==> config.mk <==
export PLATFORM = sky130hd
export DESIGN_NAME = tx_fir_eq
export DESIGN_NICKNAME = d
export VERILOG_FILES = /design/src/rtl/tx_fir_eq_pkg.sv /design/src/rtl/fir_coef_guard.sv /design/src/rtl/fir_bit_history.sv /design/src/rtl/fir_tap_sum.sv /design/src/rtl/tx_fir_eq.sv
export SDC_FILE = /design/constraint.sdc
export NUM_CORES = 1
export LEC_CHECK = 0
export ABC_AREA = 1
export BUFFER_PORTS_ARGS = -buffer_cell sky130_fd_sc_hd__buf_2
export CORE_AREA = 2 2 86 88
export CTS_CLUSTER_DIAMETER = 50
export CTS_CLUSTER_SIZE = 30
export DETAILED_ROUTE_END_ITERATION = 10
export DIE_AREA = 0 0 88 90
export PLACE_DENSITY = 0.94
export SLEW_MARGIN = 10
export SYNTH_ARGS = -nofsm -noshare
export SYNTH_HDL_FRONTEND = slang
export SYNTH_SLANG_ARGS = --single-unit
export TNS_END_PERCENT = 1
==> constraint.sdc <==
create_clock -name clk -period 4.8 [get_ports clk]
set_input_delay 0.48 -clock clk [delete_from_list [all_inputs] [get_ports clk]]
set_output_delay 0.48 -clock clk [all_outputs]
set_load 0.01 [all_outputs]
==> src/rtl/tx_fir_eq_pkg.sv <==
package tx_fir_eq_pkg;
    localparam int NTAPS      = 4;
    localparam int COEF_W     = 7;
    localparam int FULL_SCALE = 63;
    localparam int OUT_W      = 8;
    localparam int HIST_D     = NTAPS - 1;
    localparam int SUM_W      = COEF_W + $clog2(NTAPS) + 1;
    localparam int PRE_IDX    = 0;
    localparam int MAIN_IDX   = 1;
    localparam int POST1_IDX  = 2;
    localparam int POST2_IDX  = 3;
    // taps whose weight must be zero or negative
    localparam logic [NTAPS-1:0] NONPOS_MASK = (NTAPS)'((1 << PRE_IDX) | (1 << POST1_IDX));

    typedef logic signed [COEF_W-1:0] coef_t;
    typedef logic [NTAPS-1:0][COEF_W-1:0] coef_set_t;

    function automatic logic [SUM_W-1:0] coef_mag(input logic [COEF_W-1:0] c);
        logic [SUM_W-1:0] ext;
        ext = SUM_W'($signed(c));
        return c[COEF_W-1] ? (~ext + 1'b1) : ext;
    endfunction

    function automatic logic set_is_legal(input coef_set_t cs);
        logic [SUM_W-1:0] total;
        logic             ok;
        total = '0;
        ok    = 1'b1;
        for (int k = 0; k < NTAPS; k++) begin
            total = total + coef_mag(cs[k]);
            if (NONPOS_MASK[k] && !(cs[k][COEF_W-1] || cs[k] == '0))
                ok = 1'b0;
        end
        return ok && (total == SUM_W'(FULL_SCALE));
    endfunction

    function automatic coef_set_t reset_coefs();
        coef_set_t cs;
        cs = '0;
        cs[MAIN_IDX] = COEF_W'(FULL_SCALE);
        return cs;
    endfunction
endpackage

==> src/rtl/fir_coef_guard.sv <==
module fir_coef_guard
    import tx_fir_eq_pkg::*;
(
    input  logic      clk,
    input  logic      rst_n,
    input  logic      load,
    input  coef_set_t cand,
    output coef_set_t active,
    output logic      cfg_error
);
    typedef struct packed {
        coef_set_t coef;
        logic      err;
    } guard_st_t;

    guard_st_t st_d, st_q;
    logic      cand_legal;

    always_comb begin
        cand_legal = set_is_legal(cand);
        st_d = st_q;
        if (load) begin
            st_d.err = !cand_legal;
            if (cand_legal)
                st_d.coef = cand;
        end
    end

    always_ff @(posedge clk or negedge rst_n) begin
        if (!rst_n) begin
            st_q.coef <= reset_coefs();
            st_q.err  <= 1'b0;
        end else begin
            st_q <= st_d;
        end
    end

    assign active    = st_q.coef;
    assign cfg_error = st_q.err;

    a_r9_hold_without_load: assert property (@(posedge clk) disable iff (!rst_n)
        !load |=> ($stable(active) && $stable(cfg_error)));
    a_r7_r8_active_set_legal: assert property (@(posedge clk) disable iff (!rst_n)
        set_is_legal(active));
    a_r7_reject_keeps_set: assert property (@(posedge clk) disable iff (!rst_n)
        (load && !set_is_legal(cand)) |=> (cfg_error && $stable(active)));
    a_r6_accept_loads_set: assert property (@(posedge clk) disable iff (!rst_n)
        (load && set_is_legal(cand)) |=> (!cfg_error && active == $past(cand)));
endmodule

==> src/rtl/fir_bit_history.sv <==
module fir_bit_history
    import tx_fir_eq_pkg::*;
(
    input  logic              clk,
    input  logic              rst_n,
    input  logic              valid,
    input  logic              bit_in,
    output logic [HIST_D-1:0] hist
);
    typedef struct packed {
        logic [HIST_D-1:0] taps;
    } hist_st_t;

    hist_st_t st_d, st_q;

    always_comb begin
        st_d = st_q;
        if (valid) begin
            st_d.taps[0] = bit_in;
            for (int k = 1; k < HIST_D; k++)
                st_d.taps[k] = st_q.taps[k-1];
        end
    end

    always_ff @(posedge clk or negedge rst_n) begin
        if (!rst_n) st_q <= '0;
        else        st_q <= st_d;
    end

    assign hist = st_q.taps;

    a_r5_history_frozen: assert property (@(posedge clk) disable iff (!rst_n)
        !valid |=> $stable(hist));
    a_r3_newest_bit_enters: assert property (@(posedge clk) disable iff (!rst_n)
        valid |=> (hist[0] == $past(bit_in)));
endmodule

==> src/rtl/fir_tap_sum.sv <==
module fir_tap_sum
    import tx_fir_eq_pkg::*;
(
    input  logic                    clk,
    input  logic                    rst_n,
    input  logic                    valid,
    input  logic                    bit_now,
    input  logic [HIST_D-1:0]       hist,
    input  coef_set_t               coef,
    output logic                    out_valid,
    output logic signed [OUT_W-1:0] out_code
);
    typedef struct packed {
        logic                    vld;
        logic signed [OUT_W-1:0] code;
    } sum_st_t;

    sum_st_t st_d, st_q;
    logic [NTAPS-1:0]                   window;
    logic signed [NTAPS-1:0][SUM_W-1:0] term;
    logic signed [SUM_W-1:0]            acc;

    assign window[0] = bit_now;

    genvar g;
    generate
        for (g = 1; g < NTAPS; g++) begin : g_win
            assign window[g] = hist[g-1];
        end
        for (g = 0; g < NTAPS; g++) begin : g_term
            logic signed [SUM_W-1:0] wext;
            assign wext    = SUM_W'($signed(coef[g]));
            assign term[g] = window[g] ? wext : -wext;
        end
    endgenerate

    always_comb begin
        acc = '0;
        for (int k = 0; k < NTAPS; k++)
            acc = acc + term[k];
        st_d     = st_q;
        st_d.vld = valid;
        if (valid)
            st_d.code = OUT_W'(acc);
    end

    always_ff @(posedge clk or negedge rst_n) begin
        if (!rst_n) st_q <= '0;
        else        st_q <= st_d;
    end

    assign out_valid = st_q.vld;
    assign out_code  = st_q.code;

    a_r4_valid_follows: assert property (@(posedge clk) disable iff (!rst_n)
        valid |=> out_valid);
    a_r5_gap_holds_code: assert property (@(posedge clk) disable iff (!rst_n)
        !valid |=> (!out_valid && $stable(out_code)));
    a_r10_code_in_range: assert property (@(posedge clk) disable iff (!rst_n)
        (out_code <= OUT_W'(FULL_SCALE)) && (out_code >= -OUT_W'(FULL_SCALE)));
endmodule

==> src/rtl/tx_fir_eq.sv <==
module tx_fir_eq
    import tx_fir_eq_pkg::*;
(
    input  logic                    clk,
    input  logic                    rst_n,
    input  logic                    in_valid,
    input  logic                    in_bit,
    input  logic                    coef_load,
    input  logic [NTAPS*COEF_W-1:0] coef_in,
    output logic                    out_valid,
    output logic signed [OUT_W-1:0] out_code,
    output logic                    cfg_error
);
    coef_set_t         cand_set;
    coef_set_t         active_set;
    logic [HIST_D-1:0] hist;

    assign cand_set = coef_set_t'(coef_in);

    fir_coef_guard u_guard (
        .clk       (clk),
        .rst_n     (rst_n),
        .load      (coef_load),
        .cand      (cand_set),
        .active    (active_set),
        .cfg_error (cfg_error)
    );

    fir_bit_history u_hist (
        .clk    (clk),
        .rst_n  (rst_n),
        .valid  (in_valid),
        .bit_in (in_bit),
        .hist   (hist)
    );

    fir_tap_sum u_sum (
        .clk       (clk),
        .rst_n     (rst_n),
        .valid     (in_valid),
        .bit_now   (in_bit),
        .hist      (hist),
        .coef      (active_set),
        .out_valid (out_valid),
        .out_code  (out_code)
    );
endmodule

# After elaboration in Yosys (flattened, before gate mapping)
# Index checks and enable logic that the tools add are counted.
# W data, S select, Z words.
[op_classes] addsub=14 reduce_logical=7 bitwise=4 eq_ne=1 mux=10
[op_table] operator="$add A10 B1 Y10 const B" count=4
[op_table] operator="$mux W10" count=4
[op_table] operator="$not A10 Y10" count=4
[op_table] operator="$mux W8" count=4
[op_table] operator="$neg A7 Y8" count=4
[op_table] operator="$add A10 B10 Y10" count=3
[op_table] operator="$add A8 B8 Y8" count=3
[op_table] operator="$logic_not A7 Y1" count=2
[op_table] operator="$eq A10 B6 Y1 const B" count=1
[op_table] operator="$logic_or A1 B1 Y1" count=2
[op_table] operator="$mux W1" count=2
[op_table] operator="$reduce_and A2 Y1" count=1
[op_table] operator="$logic_and A1 B1 Y1" count=1
[op_table] operator="$logic_not A1 Y1" count=1
[word_totals] output_inout_bits=10 register_bits=41 wordCells=44 input_bits=33

# Longest topological paths before layout
# Gate-level depths: netlist (run 1).
[logic_depth] word_depth=9 ltp_mapped=25 mapped_depth_nobuf=23

# By module
# Synthesis (run 1) repeated with hierarchy kept, for this count alone.
[hier_totals] hier_cells=607 area_unflattened_um2=4425.5
[modules_own_cells] mod="fir_coef_guard" area_per_inst_um2=2632.5 instances=1 cells_per_inst=352 seq_area_each_um2=733.2
[modules_own_cells] mod="fir_tap_sum" area_per_inst_um2=1680.4 instances=1 cells_per_inst=242 seq_area_each_um2=225.2
[modules_own_cells] mod="fir_bit_history" area_per_inst_um2=112.6 instances=1 cells_per_inst=13 seq_area_each_um2=75.1

# Worst setup path after synthesis (run 1)
# No wires, ideal clock.
[synth_timing] path_kind="input to register" start="in coef_in[7]" end="reg, netlist name u_guard.active[6]" cell_stages=19 path_slack_ps=986 arrival_ps=3702 t_required_ps=4687 setup_time_ps=113 n_path_buf=2 cell_sequence="inv_1 -> ha_1 -> o21ai_0 -> fa_1 -> fa_1 -> inv_1 -> ha_1 -> fa_1 -> nand3_1 -> nand2_1 -> xnor2_1 -> nor2_1 -> nand2_1 -> nor2_2 -> buf_4 -> buf_4 -> nand3_1 -> nand2_1 -> inv_1"
[synth_between] elab_chain_len=9
[synth_rtl] item="start: declaration" line="tx_fir_eq.sv:9" source="input logic [NTAPS*COEF_W-1:0] coef_in,"
[synth_rtl] item="$not A10 Y10" line="tx_fir_eq_pkg.sv:21" source="return c[COEF_W-1] ? (~ext + 1'b1) : ext;"
[synth_rtl] item="$add A10 B1 Y10" line="tx_fir_eq_pkg.sv:21"
[synth_rtl] item="$mux W10 (*)" line="tx_fir_eq_pkg.sv:21"
[synth_rtl] item="$add A10 B10 Y10 (*) (3 in a row)" line="tx_fir_eq_pkg.sv:30" source="total = total + coef_mag(cs[k]);"
[synth_rtl] item="$eq A10 B6 Y1 (*)" line="tx_fir_eq_pkg.sv:34" source="return ok && (total == SUM_W'(FULL_SCALE));"
[synth_rtl] item="$logic_and A1 B1 Y1 (*)" line="tx_fir_eq_pkg.sv:34"
[synth_rtl] item="$reduce_and A2 Y1 (no source line) (*)"
# Every way passes the cells marked *; elsewhere a longest branch is shown, timed or not.
# A chain may end at the register's enable or synchronous reset.

# Worst setup path in the final report (run 1)
[layout_timing] start="in coef_in[7]" end="reg, netlist name u_guard.active[3]"
[layout_between] elab_chain_len=9
[layout_rtl] item="$not A10 Y10" line="tx_fir_eq_pkg.sv:21"
[layout_rtl] item="$add A10 B1 Y10" line="tx_fir_eq_pkg.sv:21"
[layout_rtl] item="$mux W10 (*)" line="tx_fir_eq_pkg.sv:21"
[layout_rtl] item="$add A10 B10 Y10 (*) (3 in a row)" line="tx_fir_eq_pkg.sv:30"
[layout_rtl] item="$eq A10 B6 Y1 (*)" line="tx_fir_eq_pkg.sv:34"
[layout_rtl] item="$logic_and A1 B1 Y1 (*)" line="tx_fir_eq_pkg.sv:34"
[layout_rtl] item="$reduce_and A2 Y1 (no source line) (*)"
# Marked as above.

==> reports/qor.txt, run 1 <==
Synth top area share - 19.9%
fraction of registers with async set/reset - 100%
Port Buffers - 42
number of distinct library cells after synthesis - 31
crit path launch type - primary input
VDD IR-drop max - 0.244 mV
RSZ-0062 raised after global routing - no
Die X - 88 um
Die Height - 90 um
Tcrit/Tclk final - 89.6%
CTS max path bufs - 2
Total GRT Usage - 27.7%
CTS Hold Bufs - 0
largest net degree at the start of global routing - 42
core area - 7020 sq um
TritonCTS clock tree - yes
Worst setup EP type - register
final wirelength - 10.1 mm
cts bufs inserted - 5
htree depth - 2
diode count - 0
fin cells - 779
DP HPWL - 8.27 mm
root buffer cell - clkbuf_8
Nets - 768
fraction of layout cells with a size suffix above 1 - 9.12%
leakage power - 2.78 nW
TNS Setup - 0 ns
Clock Skews - 0.00287 ns
max-slew violations - 0
largest area contributor in the netlist - dfrtp_1
cells along the critical path - buf_2, inv_1, ha_1, o21ai_0, fa_1, fa_1, inv_1, ha_1, fa_1, nand3_1, nand2_1, xnor2_1, nor2_1, nand2_1, nor2_2, buf_4, nand3_1, nand2_1, inv_1
EDFF count, synth - 0
final hold violation count - 0
clk slew on worst S/H paths - 0.08 ns
Seq cells post-synth - 41
Top FF cell, synth - dfrtp_1
status - complete, no violations
main area contributors after synthesis - dfrtp_1, nand2_1, fa_1
Starting Density - 62.5%
Slowest-stage cell, CP - fa_1
via count - 4031
setup bufs post-CTS - 0
row count - 31
Worst path depth - 19
gpl congestion - 0.953
initial antenna violation count - 0
Hold/Removal Path Class - primary input to async pin
cell area power density - 361 nW/um^2
crit-path max FO - 28
later-pin clock latency in the skew report - 0.30 ns
wire length per cell - 12.9 um
fin crit period - 4.30 ns
CTS Sinks - 41
DR iter-0 viols - 254
first-pass GRT wire length - 17.6 mm
post-synthesis sequential area ratio - 23.5%
Overflow after GRT - 0
post-route ant nets - 0
Finish-stage setup viols - 0
Via-to-Cell Ratio - 5.17
Syn Area/Cell - 6.96 sq um
Worst Tran Pin Value - 0.878 ns
CP top delay family - adder cells
Synth warnings - 0
I/O Pins - 43
post-cts resize count - 0
Placed Instances - 771
synthesized area - 4390 sq um
WS Path Type - primary input to register
Die Area - 7920 sq um
DRC violations left - 0
maxcap violations - 0
Worst EP arrival - 4.50 ns
highest cell delay on the worst timing path - 0.56 ns
1st-pass router iterations - 5
area grow syn2layout - 9.58%
worst rel slew slack - 41.5%
Post-Syn Instances - 631
Reg2Reg Depth - 23
worst endpoint required time - 5.00 ns
Fmax - 0.232 GHz
vias in the first global route - 4027
Buffers & Inverters on Critical Path - 5
## Yosys cell counts, types with 3 or more instances
| master | number |
|---|---|
| a21oi_1 | 15 |
| buf_4 | 6 |
| dfrtp_1 | 35 |
| dfstp_2 | 6 |
| fa_1 | 32 |
| ha_1 | 24 |
| inv_1 | 152 |
| nand2_1 | 173 |
| nand3_1 | 50 |
| nand4_1 | 12 |
| nor2_1 | 39 |
| nor3_1 | 7 |
| o21a_1 | 3 |
| o21ai_0 | 21 |
| xor2_1 | 34 |
## path summary, 6_finish.rpt
path                            slack [ns]              start                  to
worst max-delay path                  0.50         coef_in[7]   u_guard.active[3]
max in group asynchronous             3.95              rst_n  u_guard.active[19]
worst max register to register        1.13  u_guard.active[0]   u_sum.out_code[7]
worst min-delay path                  0.30              rst_n   u_sum.out_code[1]
worst min register to register        0.47  u_sum.out_code[1]   u_sum.out_code[1]
min in group clk                      0.43          coef_load   u_guard.cfg_error
## power by group
part	internal, W	switching, W	leakage [nW]	total [W]
clock network	0.000156	0.000128	0.0554	0.000284
logic	0.000391	0.000628	2.32	0.00102
registers	0.000399	0.0000333	0.411	0.000433
total	0.000946	0.000789	2.78	0.00174
## registers in the layout, indices dropped and copies added (netlist names)
name	count
u_guard.active	28
u_sum.out_valid	1
u_guard.cfg_error	1
u_hist.hist	3
u_sum.out_code	8
## layout by cell type (no fill, tap or decap), types with 2 or more instances in the layout
master,n
buf_4,3
clkinv_1,2
xnor2_1,2
o21ai_0,21
buf_2,42
dfstp_2,6
a21oi_1,15
o21a_1,3
conb_1,8
nand3_1,50
xor2_1,34
inv_1,152
a31oi_1,2
nor2_1,39
dfrtp_1,35
nor3_1,7
nand4_1,12
nand2_1,173
ha_1,24
fa_1,32
o31ai_1,2
clkbuf_8,5
## final cells by class
class                      instances  area [sq um]
clock buffer                       6          72.6
clock inverter                     2          38.8
fill                             572          2210
inverter                         155           582
multi-input combinational        431          2730
sequential                        41          1030
tap                               99           124
timing repair buffer              45           233
## routing by layer
| metal | track usage, % | routed length, um |
|---|---|---|
| met5 | 0 | 0 |
| met4 | 15.4 | 600 |
| met3 | 2.85 | 376 |
| met2 | 48.2 | 5130 |
| met1 | 32.6 | 3940 |
## stage by stage
step           area (sq um)  hold slack [ns]  worst slack, ns  power [W]  utilization, %
3_3_place_gp           4700            0.452            0.431    0.00139            66.9
5_1_grt                4810            0.359            0.215    0.00191            68.5
6_report               4810            0.295            0.498    0.00174            68.5
4_1_cts                4810            0.336            0.550    0.00172            68.5
2_1_floorplan          4410            0.184            0.986    0.00121               -
3_5_place_dp           4700            0.457            0.233    0.00143            66.9
## logic make-up (layout without fill, tap and decap cells)
logic type | Yosys count | count (layout) | synth area share [%]
buffers and inverters | 165 | 208 | 14.8
XOR/XNOR | 36 | 36 | 7.18
adder cells (fa/ha/maj) | 56 | 56 | 21.4
other | 2 | 8 | 0.171
flip-flops | 41 | 41 | 23.5
AO/OA/AOI/OAI | 46 | 46 | 5.81
AND/OR/NAND/NOR | 285 | 285 | 27.0
## worst register-to-register path: cells and delay by family (launching register included)
family,cells,cell delay [ns]
AND/OR/NAND/NOR,12,0.92
XOR/XNOR,1,0.18
buffers and inverters,6,0.44
adder cells (fa/ha/maj),4,1.62
flip-flops,1,0.40
No activity file was read; power rests on OpenSTA's default activity.
==> run 2, diff against run 1 <==
--- a/config.mk
+++ b/config.mk
@@ -7,12 +7,13 @@
 export LEC_CHECK = 0
 export ABC_AREA = 1
 export BUFFER_PORTS_ARGS = -buffer_cell sky130_fd_sc_hd__buf_2
-export CORE_AREA = 2 2 86 88
+export CORE_AREA = 2 2 93 95
 export CTS_CLUSTER_DIAMETER = 50
 export CTS_CLUSTER_SIZE = 30
 export DETAILED_ROUTE_END_ITERATION = 10
-export DIE_AREA = 0 0 88 90
-export PLACE_DENSITY = 0.94
+export DIE_AREA = 0 0 95 97
+export PLACE_DENSITY = 0.86
+export RECOVER_POWER = 25
 export SLEW_MARGIN = 10
 export SYNTH_ARGS = -nofsm -noshare
 export SYNTH_HDL_FRONTEND = slang
==> constraint.sdc (replaced) <==
create_clock -name clk -period 3.64 [get_ports clk]
set_input_delay 0.364 -clock clk [delete_from_list [all_inputs] [get_ports clk]]
set_output_delay 0.364 -clock clk [all_outputs]
set_load 0.01 [all_outputs]
==> reports/qor.txt, run 2 (synthesis results as in run 1) <==
fillers - 574
fin crit period - 3.73 ns
Starting Density - 54.0%
Finish-stage setup viols - 29
post-route ant nets - 0
Tcrit/Tclk final - 103%
violated checks - max-capacitance violations, max-slew violations, negative setup slack
area grow syn2layout - 29.8%
wire length per cell - 14.9 um
most common cell after layout, fill and taps aside - nand2_1
most frequent cells in the layout - nand2_1, inv_1, buf_4
Placed Instances - 824
WS Path Type - primary input to register
Sequential Area - 1030 sq um
multi-input logic area - 3010 sq um
DRC violations left - 0
Fmax - 0.268 GHz
htree depth - 2
Clock Skews - 0.0112 ns
status - complete, but fails checks
VDD IR-drop max - 0.416 mV
Die Height - 97 um
worst rel slew slack - -41.2%
first-pass GRT wire length - 18.2 mm
largest net degree at the start of global routing - 42
Via-to-Cell Ratio - 5.22
1st-pass router iterations - 5
diode count - 0
worst endpoint required time - 3.89 ns
crit path launch type - primary input
DR iter-0 viols - 330
cts bufs inserted - 5
Port Buffers - 42
max reg flops - 28
vias in the first global route - 4162
core area - 8130 sq um
fraction of layout cells with a size suffix above 1 - 25.4%
Die X - 95 um
Hold/Removal Path Class - primary input to register
gpl congestion - 0.924
later-pin clock latency in the skew report - 0.31 ns
CTS max path bufs - 2
Worst setup EP type - register
cell area power density - 473 nW/um^2
maxcap violations - 1
Total GRT Usage - 24.6%
final wirelength - 12.6 mm
Die Area - 9220 sq um
I/O Pins - 43
CTS Sinks - 41
row count - 33
Worst EP arrival - 3.99 ns
TritonCTS clock tree - yes
max-slew violations - 42
final hold violation count - 0
DP HPWL - 8.89 mm
clk slew on worst S/H paths - 0.09 ns
via count - 4413
Worst Setup Slack, final - -0.0924 ns
RSZ-0062 raised after global routing - yes
Fin Hold WS - 0.304 ns
crit-path max FO - 7
root buffer cell - clkbuf_8
Worst Tran Pin Value - 2.12 ns
Overflow after GRT - 0
fin cells - 846
leakage power - 3.13 nW
TNS Setup - -1.47 ns
initial antenna violation count - 0
Nets - 829
==> run 2: repair_timing <==
action,CTS,global route
endpoints found under the hold margin,0,0
setup endpoints to repair,29,32
buffers inserted,0,9
resized for setup,5,94
cloned,0,5
pin swaps,0,38
hold buffers,0,0
==> run 2: worst paths after layout <==
kind                                         from                 end  slack (ns)  cells past startpoint
worst max-delay path                   coef_in[7]  u_guard.active[19]       -0.09                     21
worst min-delay path                    coef_load   u_guard.cfg_error        0.30                      2
worst max register to register  u_guard.active[8]   u_sum.out_code[7]        0.17                     21
worst min register to register  u_sum.out_code[0]   u_sum.out_code[0]        0.48                      2
max in group asynchronous                   rst_n  u_guard.active[18]        1.76                      1
min in group asynchronous                   rst_n   u_sum.out_code[6]        0.66                      1
==> run 2: layout make-up <==
class / count / share of cell area (%)
clock buffers: 6 / 1.27
well taps: 105 / 2.31
repair buffers: 106 / 14.5
multi-input cells: 431 / 52.9
inverters: 155 / 10.6
clock inverters: 2 / 0.264
flip-flops and latches: 41 / 18.1
==> run 2: critical path, stage by stage <==
cell and delay, ns:
buf_8 0.09, inv_4 0.04, ha_4 0.15, inv_4 0.06, nand2_1 0.10, xor2_1 0.22
inv_1 0.09, fa_1 0.52, fa_1 0.58, inv_1 0.07, fa_2 0.52, o211a_1 0.15
nand2_1 0.06, nor2_1 0.13, nand2_1 0.10, nor2_4 0.23, nand2_4 0.14, clkbuf_16 0.20
nand2_2 0.05, nand2_1 0.05, inv_1 0.07
==> run 2: metrics by stage <==
stage | utilization [%] | instance area (sq um) | power (W) | setup slack (ns)
6_report | 70.0 | 5700 | 0.00270 | -0.0924
4_1_cts | 64.1 | 5220 | 0.00243 | 0.0132
5_1_grt | 70.0 | 5700 | 0.00292 | -0.242
3_5_place_dp | 62.7 | 5100 | 0.00208 | -0.414
2_1_floorplan | - | 4410 | 0.00160 | 0.00579
3_3_place_gp | 62.7 | 5100 | 0.00200 | -0.275
==> run 2: report_power, final <==
group / switching, W / internal [W]
Clock: 0.000174 / 0.000135
Combinational: 0.00101 / 0.000804
Sequential: 0.0000443 / 0.000527
==> run 2: metal layers <==
metal | routed length, um | GRT usage [%]
met3 | 589 | 3.19
met2 | 6700 | 42.5
met5 | 0 | 0
met4 | 648 | 12.2
met1 | 4640 | 29.7
